## src/rtl/mac_pkg.sv

```systemverilog
package mac_pkg;

    typedef enum logic [1:0] {
        OP_HOLD  = 2'd0,
        OP_CLEAR = 2'd1,
        OP_LOAD  = 2'd2,
        OP_ACC   = 2'd3
    } mac_op_e;

endpackage

```

## src/rtl/mac_mult.sv

```systemverilog
module mac_mult #(
    parameter int A_W = 16,
    parameter int B_W = 16,
    localparam int PROD_W = A_W + B_W
) (
    input  logic [A_W-1:0]    a,
    input  logic [B_W-1:0]    b,
    output logic [PROD_W-1:0] prod
);

    logic signed [PROD_W-1:0] prod_s;

    always_comb begin
        prod_s = $signed(a) * $signed(b);
        prod   = prod_s;
    end

endmodule

```

## src/rtl/mac_accum.sv

```systemverilog
module mac_accum
    import mac_pkg::*;
#(
    parameter int PROD_W = 32,
    parameter int ACC_W  = 40
) (
    input  logic              clk,
    input  logic              rst_n,
    input  mac_op_e           op,
    input  logic              sat_en,
    input  logic [PROD_W-1:0] prod,
    input  logic [ACC_W-1:0]  ld_val,
    output logic [ACC_W-1:0]  acc
);

    localparam int EXT_W = ACC_W + 1 - PROD_W;
    localparam logic [ACC_W-1:0] ACC_MAX = {1'b0, {(ACC_W-1){1'b1}}};
    localparam logic [ACC_W-1:0] ACC_MIN = {1'b1, {(ACC_W-1){1'b0}}};

    logic [ACC_W:0]   prod_ext;
    logic [ACC_W:0]   sum;
    logic             ovf;
    logic [ACC_W-1:0] sum_fix;
    logic [ACC_W-1:0] acc_q;
    logic [ACC_W-1:0] acc_nxt;

    always_comb begin
        prod_ext = {{EXT_W{prod[PROD_W-1]}}, prod};
        sum      = {acc_q[ACC_W-1], acc_q} + prod_ext;
        ovf      = sum[ACC_W] ^ sum[ACC_W-1];
        if (ovf && sat_en) begin
            sum_fix = sum[ACC_W] ? ACC_MIN : ACC_MAX;
        end else begin
            sum_fix = sum[ACC_W-1:0];
        end
    end

    always_comb begin
        unique case (op)
            OP_CLEAR: acc_nxt = '0;
            OP_LOAD:  acc_nxt = ld_val;
            OP_ACC:   acc_nxt = sum_fix;
            default:  acc_nxt = acc_q;
        endcase
    end

    always_ff @(posedge clk or negedge rst_n) begin
        if (!rst_n) begin
            acc_q <= '0;
        end else begin
            acc_q <= acc_nxt;
        end
    end

    assign acc = acc_q;


    sat_pos_keep_chk: assert property (@(posedge clk) disable iff (!rst_n)
        (op == OP_ACC && sat_en && !acc_q[ACC_W-1] && !prod[PROD_W-1])
        |=> !acc_q[ACC_W-1]);


    sat_neg_keep_chk: assert property (@(posedge clk) disable iff (!rst_n)
        (op == OP_ACC && sat_en && acc_q[ACC_W-1] && prod[PROD_W-1])
        |=> acc_q[ACC_W-1]);

endmodule

```

## src/rtl/mac_extract.sv

```systemverilog
module mac_extract #(
    parameter int ACC_W  = 40,
    parameter int OUT_W  = 16,
    parameter int DROP_W = 16
) (
    input  logic [ACC_W-1:0] acc,
    input  logic             out_hi,
    input  logic             shl1,
    output logic [ACC_W-1:0] result
);

    localparam int HI_W  = ACC_W + 1 - DROP_W;
    localparam int TOP_W = HI_W - OUT_W + 1;

    logic [ACC_W:0]   v;
    logic [HI_W-1:0]  hi;
    logic [TOP_W-1:0] top;
    logic             fits;
    logic [OUT_W-1:0] word;

    always_comb begin
        v    = shl1 ? {acc, 1'b0} : {acc[ACC_W-1], acc};
        hi   = v[ACC_W:DROP_W];
        top  = hi[HI_W-1:OUT_W-1];
        fits = (&top) | ~(|top);
        if (fits) begin
            word = hi[OUT_W-1:0];
        end else if (hi[HI_W-1]) begin
            word = {1'b1, {(OUT_W-1){1'b0}}};
        end else begin
            word = {1'b0, {(OUT_W-1){1'b1}}};
        end
        result = out_hi ? {{(ACC_W-OUT_W){word[OUT_W-1]}}, word} : acc;
    end


    always_comb begin
        hi_range_chk: assert (!out_hi || !shl1 || acc[ACC_W-1] || !result[ACC_W-1]);
    end

endmodule

```

## src/rtl/sat_mac.sv

```systemverilog
module sat_mac
    import mac_pkg::*;
#(
    parameter int A_W   = 16,
    parameter int B_W   = 16,
    parameter int ACC_W = 40,
    parameter int OUT_W = 16
) (
    input  logic             clk,
    input  logic             rst_n,
    input  logic             clr,
    input  logic             ld,
    input  logic [ACC_W-1:0] ld_val,
    input  logic             acc_en,
    input  logic             sat_en,
    input  logic [A_W-1:0]   a,
    input  logic [B_W-1:0]   b,
    input  logic             out_hi,
    input  logic             shl1,
    output logic [ACC_W-1:0] result,
    output logic             valid
);

    localparam int PROD_W = A_W + B_W;
    localparam int DROP_W = PROD_W / 2;

    mac_op_e          op;
    logic [PROD_W-1:0] prod;
    logic [ACC_W-1:0]  acc;

    always_comb begin
        if (clr) begin
            op = OP_CLEAR;
        end else if (ld) begin
            op = OP_LOAD;
        end else if (acc_en) begin
            op = OP_ACC;
        end else begin
            op = OP_HOLD;
        end
    end

    mac_mult #(.A_W(A_W), .B_W(B_W)) u_mult (
        .a    (a),
        .b    (b),
        .prod (prod)
    );

    mac_accum #(.PROD_W(PROD_W), .ACC_W(ACC_W)) u_accum (
        .clk    (clk),
        .rst_n  (rst_n),
        .op     (op),
        .sat_en (sat_en),
        .prod   (prod),
        .ld_val (ld_val),
        .acc    (acc)
    );

    mac_extract #(.ACC_W(ACC_W), .OUT_W(OUT_W), .DROP_W(DROP_W)) u_extract (
        .acc    (acc),
        .out_hi (out_hi),
        .shl1   (shl1),
        .result (result)
    );

    always_ff @(posedge clk or negedge rst_n) begin
        if (!rst_n) begin
            valid <= 1'b0;
        end else begin
            valid <= acc_en;
        end
    end


    clr_wins_chk: assert property (@(posedge clk) disable iff (!rst_n)
        clr |=> (acc == '0));


    load_take_chk: assert property (@(posedge clk) disable iff (!rst_n)
        (!clr && ld) |=> (acc == $past(ld_val)));


    idle_hold_chk: assert property (@(posedge clk) disable iff (!rst_n)
        (!clr && !ld && !acc_en) |=> $stable(acc));


    valid_rise_chk: assert property (@(posedge clk) disable iff (!rst_n)
        acc_en |=> valid);


    valid_fall_chk: assert property (@(posedge clk) disable iff (!rst_n)
        !acc_en |=> !valid);

endmodule

```

## config.mk

```make
export PLATFORM = sky130hd
export DESIGN_NAME = sat_mac
export DESIGN_NICKNAME = d
export VERILOG_FILES = /design/src/rtl/mac_pkg.sv /design/src/rtl/mac_mult.sv /design/src/rtl/mac_accum.sv /design/src/rtl/mac_extract.sv /design/src/rtl/sat_mac.sv
export SDC_FILE = /design/constraint.sdc
export NUM_CORES = 1
export LEC_CHECK = 0
export BUFFER_PORTS_ARGS = -buffer_cell sky130_fd_sc_hd__buf_4
export CORE_UTILIZATION = 40
export DETAILED_ROUTE_END_ITERATION = 10
export SETUP_SLACK_MARGIN = 0.3
export SKIP_CTS_REPAIR_TIMING = 1
export SYNTH_ARGS = -nofsm -noshare
export SYNTH_HDL_FRONTEND = slang
export SYNTH_SLANG_ARGS = --single-unit
```

## constraint.sdc

```tcl
create_clock -name clk -period 5.5 [get_ports clk]
set_input_delay 0.55 -clock clk [delete_from_list [all_inputs] [get_ports clk]]
set_output_delay 0.55 -clock clk [all_outputs]
set_load 0.03 [all_outputs]
```

==> reports/results.md <==
| Result | Reported | Unit |
|---|---|---|
| Peak clock frequency supported by timing | 153 | MHz |
| Die area | 39,300 | sq um |
| Final ANT Viol Nets | 0 | - |
| Drc violations | 0 | - |
| Number of violations reported at the end of detailed-routing iteration 0 | 676 | - |
| Area growth, synth to finish | 27.6 | % |
| Library cell with the largest summed area after synthesis | sky130_fd_sc_hd__fa_1 | - |
| Sum of negative setup slack | -38,260 | ps |
| Grt total ovfl | 0 | - |
| EDFF count, synth | 0 | - |
| Global-route wire length before repair | 72.3 | mm |
| Slew Viols, Final | 0 | - |
| Starting density of the core | 0.408 | - |
| Critical Setup Path Class | primary input to flip-flop | - |
| Post-synthesis cell count | 1,760 | - |
| Total wire length after detailed routing | 45.2 | mm |
| Result of the run | complete, but fails checks | - |
| Maximum capacitance violations | 0 | - |
| Startpoint of the worst-slack reg-to-reg timing path | u_accum.acc[15]$_DFFE_PN0P_ | - |
| Syn Nets | 2,292 | - |
| Global placement routability congestion | 0.949 | - |
| Skew final | 4.90 | ps |
| Critical register-to-register path endpoint | u_accum.acc[21]$_DFFE_PN0P_ | - |
| Required @ worst endpoint | 5660 | ps |
| Period utilisation layout | 1.19 | - |
| Initial antenna violation count | 1 | - |
| # port buffers | 120 | - |
| Post-synthesis cell area | 15,400 | sq um |
| Sequential element share of the synthesized area | 0.0667 | - |
| Clk Latency, worst-skew pair | 280 | ps |
| Via count of the first global-routing pass | 13.6k | - |
| Overall track demand over capacity in global routing | 0.236 | - |
| Cell types occupying the most area after synthesis | sky130_fd_sc_hd__fa_1 (43%), sky130_fd_sc_hd__inv_1 (11%), sky130_fd_sc_hd__ha_1 (9.6%) | - |
| Most common flop cell mapped by yosys | sky130_fd_sc_hd__dfrtp_1 | - |
| WL/cell | 17.4 | um |
| Type of destination of the critical path | flip-flop | - |
| Yosys top cell area share | 0.434 | - |
| Number of distinct standard cells referenced by the synthesized netlist | 68 | - |
| Number of hold-slack violations in the final timing report | 0 | - |
| Endpoint arrival time on the critical path | 6680 | ps |
| Total setup violations reported at the end of the flow | 40 | - |
| Setup repair after global routing missed its margin | yes | - |
| Chip height | 198 | um |
| Fraction of layout instances using a drive strength above 1 | 0.247 | - |
| Mean instance size in the synthesized netlist | 8.74 | sq um |
| Number of buffers created by CTS | 5 | - |
| Ys async rst share | 1.00 | - |
| CTS clock-pin slew for the worst setup and hold paths | 60 | ps |
| Yosys warns | 0 | - |
| Clk buf depth | 2 | - |
| Count leader, synth | sky130_fd_sc_hd__inv_1 | - |
| Number of vias per cell | 4.99 | - |
| Violations in the final reports | negative setup slack | - |
| Slack of the worst reg-to-reg path | -200 | ps |
| TritonCTS clock tree | yes | - |
| Number of sinks driven by the clock tree | 41 | - |
| Worst Max-Slew Pin Slew | 694 | ps |
| Clock period minus final worst setup slack | 6520 | ps |
| Antenna Diode Count | 0 | - |
| Maximum number of pins on one net before global-route repair | 42 | - |
| Number of H-tree branching levels | 2 | - |
| Max_slew headroom | 0.536 | - |
| Clock tree root buffer cell | sky130_fd_sc_hd__clkbuf_16 | - |
| Startpoint type of the worst setup path | primary input | - |
| Final nets | 2,625 | - |
| Pre-CTS worst setup slack | -1460 | ps |
| Std-Cell Rows | 71 | - |
| Total core area | 37,800 | sq um |
| Setup WS post-layout | -1020 | ps |
| Synth Register Bits | 41 | - |
| Ranking of synthesized cells by instance count | sky130_fd_sc_hd__inv_1 (440), sky130_fd_sc_hd__fa_1 (334), sky130_fd_sc_hd__nand2_1 (197), sky130_fd_sc_hd__ha_1 (118), sky130_fd_sc_hd__and2_1 (113) | - |
| Largest fanout on the critical path | 9 | - |
| Hold/Removal Path Class | primary input to asynchronous set/reset pin | - |
| Hold Worst Slack | 249 | ps |
| Cell depth of the worst flop-to-flop path | 21 | - |
| Number of ports placed on the die boundary | 121 | - |
| Total number of vias | 13.0k | - |
| HPWL Detailed | 39.1 | mm |
| Die width | 198 | um |
| 1st-pass router iterations | 5 | - |
==> cell type report <==
cell class,instances,area [sq um]
timing repair buffer,405,3400
multi-input combinational,1200,12700
inverter,440,1660
sequential,41,1030
fill,3490,18100
clock inverter,1,30.0
tap,511,639
clock buffer,7,143
==> worst max-delay path: stages <==
cell and delay [ps]:
sky130_fd_sc_hd__buf_4 150, sky130_fd_sc_hd__buf_4 200, sky130_fd_sc_hd__nand2_1 100, sky130_fd_sc_hd__fa_1 520, sky130_fd_sc_hd__inv_1 60, sky130_fd_sc_hd__fa_1 480, sky130_fd_sc_hd__fa_1 580, sky130_fd_sc_hd__fa_1 480
sky130_fd_sc_hd__fa_1 510, sky130_fd_sc_hd__inv_1 50, sky130_fd_sc_hd__fa_1 470, sky130_fd_sc_hd__inv_1 40, sky130_fd_sc_hd__ha_1 310, sky130_fd_sc_hd__a21oi_2 170, sky130_fd_sc_hd__o21ai_2 80, sky130_fd_sc_hd__a211o_1 320
sky130_fd_sc_hd__o31a_4 380, sky130_fd_sc_hd__a31oi_1 180, sky130_fd_sc_hd__xnor3_2 570, sky130_fd_sc_hd__clkbuf_16 220, sky130_fd_sc_hd__a21oi_1 190, sky130_fd_sc_hd__o21ai_2 70
==> placed cells by master (no fill, tap or decap), drive strengths merged, types with 5 or more instances in the layout <==
cell type and instances:
o21ai 102, ha 118, a21oi 92, xnor2 23
nor2 53, nand3 5, a31oi 8, a21o 11
xor2 14, o21a 5, nand4 8, dfrtp 41
nand2 197, fa 334, buf 400, a21boi 5
o211ai 11, clkbuf 12, nor3 6, inv 440
a22oi 40, and2 114
==> sequential cells by signal, summed over array words and instances, names as in the netlist <==
signal / flops
u_accum.acc: 40
valid: 1
==> metrics by stage <==
stage               utilization  instance area [sq um]  instances
CTS                       0.499                  18900       2572
floorplan                     -                  15600       1760
finish                    0.520                  19600       2605
detailed placement        0.495                  18700       2564
global placement          0.495                  18700       2564
global route              0.520                  19600       2605
==> metal layers <==
layer	wire, um	global-route usage	vias up
met3	2170	0.0230	63
met2	22100	0.402	387
met4	1020	0.0439	2
li1	-	-	6038
met5	15	0	-
met1	19900	0.327	6517
==> kinds of logic after synthesis <==
| family | Yosys count | synth area share |
|---|---|---|
| compound gates | 304 | 0.123 |
| xor+xnor | 38 | 0.0225 |
| fa+ha+maj | 452 | 0.530 |
| buf+inv | 519 | 0.132 |
| flops | 41 | 0.0667 |
| mux | 2 | 0.00130 |
| simple gates | 404 | 0.124 |
==> worst max path at each step <==
stage,slack (ps),cells past startpoint,from,end
CTS,-1200,24,a[15],u_accum.acc[31]$_DFFE_PN0P_
global placement,-1360,22,b[5],u_accum.acc[32]$_DFFE_PN0P_
detailed placement,-1460,24,a[15],u_accum.acc[31]$_DFFE_PN0P_
global route,-1210,25,b[5],u_accum.acc[23]$_DFFE_PN0P_
floorplan,-950,25,b[3],u_accum.acc[10]$_DFFE_PN0P_
finish,-1020,22,a[11],u_accum.acc[21]$_DFFE_PN0P_
Power is left out: the tool's default activity adds up to more than one toggle a clock period on the data nets, which glitch-free logic cannot reach.
